### src/rtl/gpio_bank_pkg.sv
package gpio_bank_pkg;

    // Register selected by the current host address
    typedef enum logic [1:0] {
        SEL_NONE = 2'd0,
        SEL_DOUT = 2'd1,
        SEL_DIN  = 2'd2
    } reg_sel_e;

endpackage

### src/rtl/gpio_pin_sync.sv
module gpio_pin_sync #(
    parameter int W      = 8,
    parameter int STAGES = 2
) (
    input  logic         clk_i,
    input  logic         rst_ni,
    input  logic [W-1:0] async_i,
    output logic [W-1:0] sync_o
);

    typedef struct packed {
        logic [STAGES-1:0][W-1:0] chain;
    } sync_st_t;

    sync_st_t st_d, st_q;

    always_comb begin
        st_d = st_q;
        st_d.chain[0] = async_i;
        for (int s = 1; s < STAGES; s++) begin
            st_d.chain[s] = st_q.chain[s-1];
        end
    end

    always_ff @(posedge clk_i or negedge rst_ni) begin
        if (!rst_ni) begin
            st_q <= '0;
        end else begin
            st_q <= st_d;
        end
    end

    assign sync_o = st_q.chain[STAGES-1];

endmodule

### src/rtl/gpio_dout_reg.sv
module gpio_dout_reg #(
    parameter int              N_IO    = 6,
    parameter logic [N_IO-1:0] RST_VAL = '1
) (
    input  logic            clk_i,
    input  logic            rst_ni,
    input  logic            sw_rst_i,
    input  logic            glb_lock_i,
    input  logic [N_IO-1:0] pin_lock_i,
    input  logic            wr_en_i,
    input  logic [N_IO-1:0] wdata_i,
    output logic [N_IO-1:0] dout_o
);

    typedef struct packed {
        logic [N_IO-1:0] bits;
    } dout_st_t;

    dout_st_t        st_d, st_q;
    logic [N_IO-1:0] merged;
    logic            any_rst;

    // Per-bit merge: a locked bit keeps its stored value
    for (genvar i = 0; i < N_IO; i++) begin : g_bit
        assign merged[i] = pin_lock_i[i] ? st_q.bits[i] : wdata_i[i];
    end

    assign any_rst = !rst_ni || sw_rst_i;

    // Reset is folded into the next-state logic so the global lock can veto it
    always_comb begin
        st_d = st_q;
        if (any_rst) begin
            if (!glb_lock_i) begin
                st_d.bits = RST_VAL;
            end
        end else if (wr_en_i) begin
            st_d.bits = merged;
        end
    end

    always_ff @(posedge clk_i) begin
        st_q <= st_d;
    end

    assign dout_o = st_q.bits;

endmodule

### src/rtl/gpio_rd_port.sv
module gpio_rd_port
    import gpio_bank_pkg::*;
#(
    parameter int DW   = 8,
    parameter int N_IO = 6
) (
    input  logic            clk_i,
    input  logic            rst_ni,
    input  logic            rd_i,
    input  reg_sel_e        sel_i,
    input  logic [N_IO-1:0] dout_i,
    input  logic [DW-1:0]   din_i,
    output logic [DW-1:0]   rdata_o
);

    localparam int PAD_W = DW - N_IO;

    typedef struct packed {
        logic [DW-1:0] data;
    } rd_st_t;

    rd_st_t st_d, st_q;

    always_comb begin
        st_d = st_q;
        if (rd_i) begin
            unique case (sel_i)
                SEL_DOUT: st_d.data = {{PAD_W{1'b0}}, dout_i};
                SEL_DIN:  st_d.data = din_i;
                default:  st_d.data = '0;
            endcase
        end
    end

    always_ff @(posedge clk_i or negedge rst_ni) begin
        if (!rst_ni) begin
            st_q <= '0;
        end else begin
            st_q <= st_d;
        end
    end

    assign rdata_o = st_q.data;

endmodule

### src/rtl/gpio_lock_bank.sv
module gpio_lock_bank
    import gpio_bank_pkg::*;
#(
    parameter int                N_IO        = 6,
    parameter int                N_IN        = 2,
    parameter int                ADDR_W      = 8,
    parameter int                SYNC_STAGES = 2,
    parameter logic [ADDR_W-1:0] DOUT_OFS    = 8'h08,
    parameter logic [ADDR_W-1:0] DIN_OFS     = 8'h09,
    parameter logic [N_IO-1:0]   DOUT_RST    = 6'h3F
) (
    input  logic              clk_i,
    input  logic              rst_ni,
    input  logic              sw_rst_i,
    input  logic              glb_lock_i,
    input  logic [N_IO-1:0]   pin_lock_i,
    input  logic [ADDR_W-1:0] addr_i,
    input  logic              wr_i,
    input  logic              rd_i,
    input  logic [7:0]        wdata_i,
    output logic [7:0]        rdata_o,
    input  logic [N_IO-1:0]   oe_cfg_i,
    input  logic [N_IO-1:0]   bidir_in_i,
    input  logic [N_IN-1:0]   inonly_i,
    output logic [N_IO-1:0]   bidir_out_o,
    output logic [N_IO-1:0]   bidir_oe_o
);

    localparam int DW = N_IO + N_IN;

    reg_sel_e        sel;
    logic            wr_dout;
    logic [N_IO-1:0] dout_w;
    logic [DW-1:0]   din_raw;
    logic [DW-1:0]   din_sync;
    logic [DW-1:0]   rdata_w;
    logic            unused_wdata_hi;

    // Address decode
    always_comb begin
        sel = SEL_NONE;
        if (addr_i == DOUT_OFS) begin
            sel = SEL_DOUT;
        end else if (addr_i == DIN_OFS) begin
            sel = SEL_DIN;
        end
    end

    assign wr_dout         = wr_i && (sel == SEL_DOUT);
    assign unused_wdata_hi = ^wdata_i[7:N_IO];
    assign din_raw         = {inonly_i, bidir_in_i};

    gpio_pin_sync #(
        .W      (DW),
        .STAGES (SYNC_STAGES)
    ) u_sync (
        .clk_i   (clk_i),
        .rst_ni  (rst_ni),
        .async_i (din_raw),
        .sync_o  (din_sync)
    );

    gpio_dout_reg #(
        .N_IO    (N_IO),
        .RST_VAL (DOUT_RST)
    ) u_dout (
        .clk_i      (clk_i),
        .rst_ni     (rst_ni),
        .sw_rst_i   (sw_rst_i),
        .glb_lock_i (glb_lock_i),
        .pin_lock_i (pin_lock_i),
        .wr_en_i    (wr_dout),
        .wdata_i    (wdata_i[N_IO-1:0]),
        .dout_o     (dout_w)
    );

    gpio_rd_port #(
        .DW   (DW),
        .N_IO (N_IO)
    ) u_rd (
        .clk_i   (clk_i),
        .rst_ni  (rst_ni),
        .rd_i    (rd_i),
        .sel_i   (sel),
        .dout_i  (dout_w),
        .din_i   (din_sync),
        .rdata_o (rdata_w)
    );

    assign rdata_o     = rdata_w;
    assign bidir_oe_o  = oe_cfg_i;
    assign bidir_out_o = dout_w & oe_cfg_i;

endmodule

### config.mk
export PLATFORM = sky130hd
export DESIGN_NAME = gpio_lock_bank
export DESIGN_NICKNAME = d
export VERILOG_FILES = /design/src/rtl/gpio_bank_pkg.sv /design/src/rtl/gpio_pin_sync.sv /design/src/rtl/gpio_dout_reg.sv /design/src/rtl/gpio_rd_port.sv /design/src/rtl/gpio_lock_bank.sv
export SDC_FILE = /design/constraint.sdc
export NUM_CORES = 1
export LEC_CHECK = 0
export ABC_AREA = 1
export BUFFER_PORTS_ARGS = -buffer_cell sky130_fd_sc_hd__buf_2
export CAP_MARGIN = 40
export CORE_UTILIZATION = 40
export CTS_CLUSTER_DIAMETER = 150
export CTS_CLUSTER_SIZE = 30
export DETAILED_ROUTE_END_ITERATION = 8
export PLACE_DENSITY = 0.71
export SETUP_SLACK_MARGIN = 0.1
export SYNTH_ARGS = -nofsm -noshare
export SYNTH_HDL_FRONTEND = slang
export SYNTH_SLANG_ARGS = --single-unit
### constraint.sdc
create_clock -name clk_i -period 2 [get_ports clk_i]
set_clock_uncertainty 0.1 [all_clocks]
set_input_delay 0.4 -clock clk_i [delete_from_list [all_inputs] [get_ports clk_i]]
set_output_delay 0.4 -clock clk_i [all_outputs]
set_load 0.02 [all_outputs]
==> summary.txt <==
Placement
  • Hpwl dp: 2000 µm
  • PortBufs: 59
  • Dpl cell area: 1610 µm²
  • GPL Wtd Cong: 0.822

Run
  • Max cap viols: 0

Pwr
  • Leakage: 0.000971 µW
  • Maximum VDD drop: 0.487 mV
  • Pwr Density: 691 nW/µm²

Routing
  • Drt drc: 0
  • Initial DRC Count: 18
  • Via count: 1026
  • Post-route ant nets: 0
  • Avg WL per Cell: 10.1 µm
  • Post-DR vias/cell: 4.29
  • 1st-pass router iterations: 4
  • Routed WL: 2420 µm

Cells and area
  • Share of layout cells above drive strength 1: 0.441
  • Post-route cell area: 1690 µm²
  • Ant. Diodes: 0
  • Filler Cells Inserted: 275
  • Area Growth Syn to Fin: 28.2%
  • Nets@finish: 236

Floorplan
  • I/O pins: 62
  • Die area: 3520 µm²
  • Die Ht: 59.3 µm
  • Initial Util: 0.427
  • Row count: 20
  • Core Region: 3080 µm²
  • Die width: 59.3 µm

Clock network
  • # Post-CTS Setup Buffers: 0
  • CTS Sinks: 30
  • CTS max path bufs: 2
  • Worst-skew pair later-pin latency: 0.32 ns
  • CTS buffer count: 5
  • H-tree depth: 2
  • Reg clk slew, reported paths: 0.09 ns
  • CTS tree: built
  • CTS root buf: clkbuf_4

Yosys
  • YS warnings: 0
  • Seq/Total Area, Yosys: 0.594
  • Yosys reg bits: 30
  • Synth Cell Area: 1320 µm²
  • Number of library cell types mapped by synthesis: 20
  • Synth Instances: 134
  • Synthesized net count: 176
  • Avg Cell Area, Syn: 9.81 µm²

Timing
  • Final Hold Fails: 0
  • Max-slew violations: 0
  • Fmax: 562 MHz
  • Slew @ Worst Pin: 0.285 ns
  • Fin crit share: 0.889
  • Fin Setup TNS: 0 ns
  • Crit path time final: 1.78 ns
  • Worst slew margin: 0.810
  • Endpoints failing setup: 0
  • RSZ-0062 raised after global routing: no

Setup path
  • Crit path cell chain: dlygate4sd3_1 > buf_2 > nand2_4 > inv_2 > or2_4 > a21boi_1
  • CP startpoint kind: input pin
  • Slowest CP cell: dlygate4sd3_1
  • Worst Setup End Kind: flip-flop
  • CP Max Fanout: 8
  • Req. time, crit path: 1.92 ns
  • WP data arrival: 1.70 ns
  • Worst path max stage delay: 0.53 ns
  • Crit Path Category: in -> reg

Worst hold path
  • Worst hold-check path type: in -> reg

GRT
  • Largest net degree at the start of global routing: 25
  • Global route overflow: 0
  • Tot GR Track Use: 0.160
  • First-pass GRT wire length: 4040 µm
  • Vias in the first global route: 979
  • Antenna violations before repair: 0

Outcome
  • Status: finished, final reports clean
[per-stage QoR]
stage	instances	utilization	power, µW	hold WS [ns]	worst slack (ns)
5_1_grt	239	0.548	1230	0.0431	0.186
3_3_place_gp	230	0.524	808	0.232	0.433
2_1_floorplan	134	-	749	0.00441	0.636
3_5_place_dp	230	0.524	814	0.238	0.380
4_1_cts	239	0.548	1180	0.0551	0.227
6_report	239	0.548	1160	0.0716	0.221
[synthesized netlist by cell type]
library cell / n / area, µm²
nand2_1: 43 / 161
buf_2: 1 / 5.00
nor2_4: 1 / 11.3
buf_4: 6 / 45.0
a21boi_1: 6 / 45.0
inv_1: 14 / 52.6
inv_2: 3 / 11.3
edfxtp_1: 6 / 180
or2_2: 6 / 37.5
nand2_2: 2 / 12.5
nor2_2: 1 / 6.26
buf_6: 1 / 11.3
o21ai_1: 2 / 10.0
nor2_1: 1 / 3.75
nor2_8: 1 / 20.0
dfrtp_1: 24 / 601
nand2_4: 2 / 22.5
or2_4: 1 / 8.76
nand3_1: 12 / 60.1
nand3_2: 1 / 10.0
[critical path, delay by kind of cell]
kind / cells / cell delay [ns]
AO/OA/AOI/OAI: 1 / 0.21
AND/OR/NAND/NOR: 2 / 0.35
buffers and inverters: 3 / 0.74
[final cells by class]
class	instances	area, µm²	share of cell area
Tap cell	44	55.1	0.0327
Inverter	17	63.8	0.0379
Clock buffer	6	51.3	0.0304
Sequential cell	30	781	0.463
Clock inverter	2	12.5	0.00742
Multi-Input combinational cell	79	409	0.243
Timing Repair Buffer	61	313	0.186
[state kept, by name (all words and copies together) (netlist names)]
name and count:
u_sync.sync_o 8, u_rd.rdata_o 8, u_dout.dout_o 6, u_sync.st_d 8
[path summary, 6_finish.rpt]
kind,startpoint,end,slack [ns],cells past startpoint
worst max-delay path,rst_ni,u_dout.dout_o[5]$_SDFFCE_PP1P_,0.22,6
worst min-delay path,inonly_i[1],u_sync.st_d[15]$_DFF_PN0_,0.07,1
worst max register to register,u_dout.dout_o[5]$_SDFFCE_PP1P_,u_rd.rdata_o[5]$_DFFE_PN0P_,1.11,4
worst min register to register,u_sync.st_d[10]$_DFF_PN0_,u_sync.sync_o[2]$_DFF_PN0_,0.25,0
max in group asynchronous,rst_ni,u_rd.rdata_o[2]$_DFFE_PN0P_,1.05,3
min in group asynchronous,rst_ni,u_sync.sync_o[0]$_DFF_PN0_,0.52,3
[routing by layer]
metal  vias up  track usage  share of wire
met5         -            0              0
met4         0       0.0612          0.011
met3         4       0.0590          0.063
met2        35        0.284           0.53
met1       457        0.173           0.39
li1        530            -              -
[what timing repair did]
| item | 4_1_cts | 5_1_grt |
|---|---|---|
| hold buffers | 1 | 0 |
| hold endpoints to repair | 19 | 0 |
| resized for setup | 0 | 0 |
[kinds of logic after synthesis]
logic type / synth area share
simple gates: 0.269
buf+inv: 0.0951
flops: 0.594
compound gates: 0.0419
[placed cells by master (no fill, tap or decap), types with 2 or more instances in the layout]
cell	count
nand3_1	12
dfrtp_1	24
a21boi_1	6
inv_2	3
nand2_1	43
nand2_4	2
edfxtp_1	6
or2_2	6
inv_1	14
buf_2	59
o21ai_1	2
nand2_2	2
clkbuf_4	5
[power by group]
part	switching, µW	total (µW)	internal, µW
sequential	10.8	663	652
clock	194	363	169
combinational	79.5	138	58.4
Note: power is estimated with default switching activity, not from simulation.
